### config.mk
export PLATFORM = sky130hd
export DESIGN_NAME = sag_watch
export DESIGN_NICKNAME = d
export VERILOG_FILES = /design/src/rtl/sag_pkg.sv /design/src/rtl/sag_cfg_regs.sv /design/src/rtl/sag_phase_track.sv /design/src/rtl/sag_alert_merge.sv /design/src/rtl/sag_watch.sv
export SDC_FILE = /design/constraint.sdc
export NUM_CORES = 1
export LEC_CHECK = 0
export BUFFER_PORTS_ARGS = -buffer_cell sky130_fd_sc_hd__buf_2
export CORE_ASPECT_RATIO = 1.5
export CORE_MARGIN = 2
export CORE_UTILIZATION = 50
export DETAILED_ROUTE_END_ITERATION = 8
export GPL_TIMING_DRIVEN = 0
export PLACE_DENSITY = 0.78
export SYNTH_ARGS = -nofsm -noshare
export SYNTH_HDL_FRONTEND = slang
export SYNTH_SLANG_ARGS = --single-unit
### constraint.sdc
create_clock -name clk -period 5 [get_ports clk]
set_clock_uncertainty 0.15 [all_clocks]
set_input_delay 0.25 -clock clk [delete_from_list [all_inputs] [get_ports clk]]
set_output_delay 0.25 -clock clk [all_outputs]
set_load 0.05 [all_outputs]
### src/rtl/sag_pkg.sv
// Package: shared constants and types for the sag detector.
// Assumes exactly three phases, encoded on a 2-bit tag.
package sag_pkg;
    localparam int NUM_PH = 3;
    localparam int TAG_W  = 2;

    typedef enum logic [TAG_W-1:0] {
        PH_A    = 2'd0,
        PH_B    = 2'd1,
        PH_C    = 2'd2,
        PH_NONE = 2'd3
    } phase_e;
endpackage

### src/rtl/sag_cfg_regs.sv
// Module: configuration register bank for the sag detector.
// Holds threshold, run length, interrupt enables and pin enable.
// Each group has its own write strobe. Values apply from the cycle after the write.
module sag_cfg_regs #(
    parameter int SAMP_W  = 16,
    parameter int CNT_W   = 8,
    parameter int NPH     = 3,
    parameter int LEN_RST = 80
) (
    input  logic              clk,
    input  logic              rst_n,
    input  logic              thr_we,
    input  logic [SAMP_W-1:0] thr_in,
    input  logic              len_we,
    input  logic [CNT_W-1:0]  len_in,
    input  logic              ctl_we,
    input  logic [NPH-1:0]    irq_en_in,
    input  logic              pin_en_in,
    output logic [SAMP_W-1:0] thr_q,
    output logic [CNT_W-1:0]  len_q,
    output logic [NPH-1:0]    irq_en_q,
    output logic              pin_en_q
);
    localparam logic [CNT_W-1:0] LEN_INIT = CNT_W'(LEN_RST);

    // Threshold register; resets to 0.
    always_ff @(posedge clk) begin
        if (!rst_n)      thr_q <= '0;
        else if (thr_we) thr_q <= thr_in;
    end

    // Run length register; resets to LEN_RST.
    always_ff @(posedge clk) begin
        if (!rst_n)      len_q <= LEN_INIT;
        else if (len_we) len_q <= len_in;
    end

    // Interrupt enables and pin enable; all reset to 0.
    always_ff @(posedge clk) begin
        if (!rst_n) begin
            irq_en_q <= '0;
            pin_en_q <= 1'b0;
        end else if (ctl_we) begin
            irq_en_q <= irq_en_in;
            pin_en_q <= pin_en_in;
        end
    end
endmodule

### src/rtl/sag_phase_track.sv
// Module: per-phase run counter and sag flag.
// Counts consecutive low samples addressed to this phase. The count saturates
// at the effective run length (a run length of 0 counts as 1). The flag is set
// while the count has reached that length. A high sample clears count and flag.
// Assumes 'hit' is already qualified by the sample strobe and the phase tag.
module sag_phase_track #(
    parameter int CNT_W = 8
) (
    input  logic             clk,
    input  logic             rst_n,
    input  logic             hit,
    input  logic             low,
    input  logic [CNT_W-1:0] run_len,
    output logic             flag
);
    logic [CNT_W-1:0] cnt_q;
    logic [CNT_W-1:0] eff_len;
    logic [CNT_W-1:0] cnt_nxt;

    // Effective run length: zero is promoted to one.
    always_comb eff_len = (run_len == '0) ? CNT_W'(1) : run_len;

    // Next count on a low sample: add one, but never beyond the effective length.
    always_comb cnt_nxt = (cnt_q >= eff_len) ? eff_len : cnt_q + CNT_W'(1);

    // Counter and flag update on samples addressed to this phase.
    always_ff @(posedge clk) begin
        if (!rst_n) begin
            cnt_q <= '0;
            flag  <= 1'b0;
        end else if (hit) begin
            if (low) begin
                cnt_q <= cnt_nxt;
                flag  <= (cnt_nxt >= eff_len);
            end else begin
                cnt_q <= '0;
                flag  <= 1'b0;
            end
        end
    end
endmodule

### src/rtl/sag_alert_merge.sv
// Module: combines the per-phase flags into the interrupt and the pin.
// The interrupt is the OR of the enabled flags (a level signal).
// The pin follows any flag while the pin enable is set, and ignores the interrupt enables.
module sag_alert_merge #(
    parameter int NPH = 3
) (
    input  logic [NPH-1:0] flags,
    input  logic [NPH-1:0] irq_en,
    input  logic           pin_en,
    output logic           irq,
    output logic           pin
);
    // Interrupt: any flag whose phase enable is set.
    always_comb irq = |(flags & irq_en);

    // Pin: any flag, gated only by the pin enable.
    always_comb pin = pin_en & (|flags);
endmodule

### src/rtl/sag_watch.sv
// Module: three-phase voltage sag detector (top).
// Decodes each sample's phase tag and compares the sample against the threshold once.
// Feeds one tracker per phase and merges the flags into interrupt and pin outputs.
// Assumes at most one sample per cycle. Tag 3 addresses no phase.
module sag_watch #(
    parameter int SAMP_W  = 16,
    parameter int CNT_W   = 8,
    parameter int LEN_RST = 80
) (
    input  logic              clk,
    input  logic              rst_n,
    input  logic              smp_valid,
    input  logic [1:0]        smp_phase,
    input  logic [SAMP_W-1:0] smp_mag,
    input  logic              cfg_thr_we,
    input  logic [SAMP_W-1:0] cfg_thr,
    input  logic              cfg_len_we,
    input  logic [CNT_W-1:0]  cfg_len,
    input  logic              cfg_ctl_we,
    input  logic [2:0]        cfg_irq_en,
    input  logic              cfg_pin_en,
    output logic [2:0]        sag_flag,
    output logic              sag_irq,
    output logic              sag_pin
);
    import sag_pkg::*;

    logic [SAMP_W-1:0] thr_q;
    logic [CNT_W-1:0]  len_q;
    logic [NUM_PH-1:0] irq_en_q;
    logic              pin_en_q;
    logic              smp_low;
    logic [NUM_PH-1:0] ph_hit;

    sag_cfg_regs #(
        .SAMP_W (SAMP_W),
        .CNT_W  (CNT_W),
        .NPH    (NUM_PH),
        .LEN_RST(LEN_RST)
    ) u_cfg (
        .clk      (clk),
        .rst_n    (rst_n),
        .thr_we   (cfg_thr_we),
        .thr_in   (cfg_thr),
        .len_we   (cfg_len_we),
        .len_in   (cfg_len),
        .ctl_we   (cfg_ctl_we),
        .irq_en_in(cfg_irq_en),
        .pin_en_in(cfg_pin_en),
        .thr_q    (thr_q),
        .len_q    (len_q),
        .irq_en_q (irq_en_q),
        .pin_en_q (pin_en_q)
    );

    // Single shared threshold comparison; strictly below counts as low.
    always_comb smp_low = (smp_mag < thr_q);

    // One tracker per phase, selected by the decoded tag.
    for (genvar p = 0; p < NUM_PH; p++) begin : g_ph
        always_comb ph_hit[p] = smp_valid && (smp_phase == TAG_W'(p));

        sag_phase_track #(
            .CNT_W(CNT_W)
        ) u_trk (
            .clk    (clk),
            .rst_n  (rst_n),
            .hit    (ph_hit[p]),
            .low    (smp_low),
            .run_len(len_q),
            .flag   (sag_flag[p])
        );
    end

    sag_alert_merge #(
        .NPH(NUM_PH)
    ) u_merge (
        .flags (sag_flag),
        .irq_en(irq_en_q),
        .pin_en(pin_en_q),
        .irq   (sag_irq),
        .pin   (sag_pin)
    );
endmodule

==> out/qor_table.md <==
| Result | Value | Unit |
| --- | --- | --- |
| Run status | completed | - |
| Hold Path Class | input port to flip-flop | - |
| Clock-pin transition on the worst setup and hold timing paths | 0.07 | ns |
| Type of the setup path with the least slack | flip-flop to flip-flop | - |
| DR vias/cell | 5.80 | - |
| Fin. Hold Viols | 0 | - |
| Cell at the slowest stage of the critical path | sky130_fd_sc_hd__a2111o_1 | - |
| Synthesized instance count | 493 | - |
| Share of the clock period used by the worst path after layout | 0.842 | - |
| Syn Std Cell Area | 0.00418 | mm2 |
| Initial standard-cell utilization of the core | 0.519 | - |
| Post-synthesis sequential element count | 55 | - |
| Count of flip-flops with a built-in enable after synthesis | 0 | - |
| Pin count of the biggest net entering global routing | 17 | - |
| Critical path, cell by cell | inv_1 > a41oi_1 > inv_1 > ha_1 > nand2b_1 > a2111o_1 > and3_4 > nor2_8 > mux2_1 > ha_1 > nand4_1 > or3_1 > a21o_1 > a21oi_1 | - |
| Max-slew violation total from the final report | 0 | - |
| Share of flip-flops with an asynchronous set or reset after synthesis | 0 | - |
| Sum of negative setup slack | 0 | ns |
| Die Area | 0.00913 | mm2 |
| Initial antenna violation count | 0 | - |
| Global-route wire length before repair | 18400 | um |
| Maximum operating frequency | 238 | MHz |
| CTS Root Buffer Type | sky130_fd_sc_hd__clkbuf_16 | - |
| Count of instances resized after the clock tree is built | 0 | - |
| Most area-hungry cell type in the Yosys netlist | sky130_fd_sc_hd__dfxtp_1 | - |
| Global placer's final weighted congestion | 0.928 | - |
| Net count of the mapped netlist | 611 | - |
| Overall Global Routing Usage | 0.256 | - |
| Nets | 671 | - |
| Setup repair after global routing missed its margin | false | - |
| Average size of a mapped cell | 8.48 | um2 |
| Floorplan row count | 40 | - |
| Yosys warning total | 0 | - |
| Transition time at the pin with the least slew margin | 0.681 | ns |
| Core outline area | 0.00806 | mm2 |
| Die extent in y | 116 | um |
| Total of hold buffers inserted after clock tree synthesis | 0 | - |
| Overall power consumption | 1.05 | mW |
| Clock latency on the worst-skew pair | 0.30 | ns |
| Largest stage delay, worst path | 0.44 | ns |
| Sequential fraction of the synthesis area | 0.263 | - |
| Clk buf depth | 2 | - |
| Max FO, Critical Path | 9 | - |
| Top FF cell, synth | sky130_fd_sc_hd__dfxtp_1 | - |
| Overall routed net length | 11100 | um |
| Clock H-tree levels | 2 | - |
| Most common cell in the netlist | sky130_fd_sc_hd__ha_1 | - |
| Top-level port count | 57 | - |
| Most used standard cells in the synthesized netlist | 66 x sky130_fd_sc_hd__ha_1, 55 x sky130_fd_sc_hd__dfxtp_1, 47 x sky130_fd_sc_hd__nor2_1, 37 x sky130_fd_sc_hd__nand2_1, 36 x sky130_fd_sc_hd__a21oi_1 | - |
| Number of sinks handled by clock tree synthesis | 55 | - |
| Iteration count of the initial detailed-routing pass | 4 | - |
| Vias | 3824 | - |
| Residual DRC | 0 | - |
| CP endpoint kind | flip-flop | - |
| Via count of the first global-routing pass | 4039 | - |
| Die Width | 78.7 | um |
| Number of distinct library cells after synthesis | 54 | - |
| Clock buffer count from CTS | 5 | - |
| Layout Area Growth over Synthesis | 13.6 | % |
| Remaining global-route overflow | 0 | - |
| Family with the most delay on the worst path | simple AND/OR/NAND/NOR gates | - |
| Power density of the placed cells | 221 | mW/mm2 |
| Ant. Diodes | 0 | - |
| Port Buf Inserts | 53 | - |
| Layout cell share with drive strength beyond 1 | 0.144 | - |
| Shortest period the worst path allows | 4.21 | ns |
| Kind of start point of the critical path | flip-flop | - |
| Final setup violation count | 0 | - |
| Data arrival time at the worst-slack endpoint | 4.29 | ns |
| Number of DRC violations after detailed-routing iteration 0 | 147 | - |
| Post-CTS repair timing setup buffer count | 0 | - |
| Max VDD drop | 210 | uV |
| Share of the synthesized area in the top cell type | 0.263 | - |
| Placed wire-length estimate after detailed placement | 8510 | um |
| Slew HR | 0.546 | - |
| Bufs and invs on worst path | 2 | - |
| Pleak | 2.30 | nW |
| Wirelength per Cell | 16.8 | um |
| Number of violations of the max-capacitance limit | 0 | - |
| Final worst hold slack | 0.0271 | ns |
| DRT antenna net count | 0 | - |
| CTS tree | done | - |
| Ranking of synthesized cells by area | sky130_fd_sc_hd__dfxtp_1 26%, sky130_fd_sc_hd__ha_1 20%, sky130_fd_sc_hd__mux2i_1 7.9% | - |
| Data required time at the worst endpoint | 5.08 | ns |
==> placed cells by master, fill, tap and decap left out, drive strengths merged, types with 4 or more instances in the layout <==
cell     n
o21ai   18
mux2i   33
a21o    16
ha      66
xor2     5
buf     58
xnor2   12
nand3   20
clkbuf  16
inv     31
nor3    12
nand2b  13
dfxtp   55
o31ai    5
nor2b    5
and3     7
or3      4
nand4    9
a21oi   37
nor2    48
nand2   37
and2     8
a211oi   4
==> registers in the layout, indices dropped and copies added (netlist names) <==
| name | flops |
|---|---|
| g_ph.u_trk.cnt_q | 24 |
| g_ph.u_trk.flag | 3 |
| u_cfg.irq_en_q | 3 |
| u_cfg.len_q | 8 |
| u_cfg.pin_en_q | 1 |
| u_cfg.thr_q | 16 |
==> final cells by class <==
type	instances	area (um2)
buffer	15	68.8
clock buffer	6	139
clock inverter	2	35.0
fill	708	3300
inverter	32	120
multi-input combinational	391	2890
sequential	55	1100
tap	105	131
timing repair buffer	53	265
==> worst min-delay path: stages <==
cell	delay, ns
sky130_fd_sc_hd__buf_2	0.08
sky130_fd_sc_hd__nand2_1	0.05
sky130_fd_sc_hd__o211ai_1	0.06
==> power breakdown <==
part,switching [mW],leakage (nW),internal [mW]
registers,0.0132,0.449,0.453
clock network,0.166,0.0868,0.250
logic,0.0969,1.76,0.0712
total,0.276,2.30,0.773
==> per-stage QoR <==
| step | setup slack, ns | util | instance area (um2) | instances |
|---|---|---|---|---|
| floorplan | 1.40 | - | 4180 | 493 |
| global placement | 0.922 | 0.568 | 4580 | 651 |
| detailed placement | 0.877 | 0.568 | 4580 | 651 |
| CTS | 0.826 | 0.590 | 4750 | 659 |
| global route | 0.594 | 0.590 | 4750 | 659 |
| finish | 0.792 | 0.590 | 4750 | 659 |
==> routing by layer <==
metal | track usage | wire [um]
met3 | 0.0467 | 639
met2 | 0.463 | 5720
met4 | 0.168 | 529
met1 | 0.269 | 4170
met5 | 0 | 0
==> logic make-up after synthesis <==
family | after synthesis | synth area share
compound gates | 100 | 0.158
xor+xnor | 17 | 0.0356
fa+ha+maj | 66 | 0.197
buf+inv | 47 | 0.0452
flops | 55 | 0.263
mux | 36 | 0.0870
simple gates | 172 | 0.214
==> worst paths after layout <==
check                  start  slack, ns            endpoint  cells after the start
min               cfg_len[4]       0.03      u_cfg.len_q[4]                      3
max reg2reg   u_cfg.len_q[1]       0.79  g_ph[0].u_trk.flag                     14
min reg2reg  u_cfg.thr_q[11]       0.35     u_cfg.thr_q[11]                      2
max           u_cfg.len_q[1]       0.79  g_ph[0].u_trk.flag                     14
Note: power is estimated with default switching activity, not from simulation.
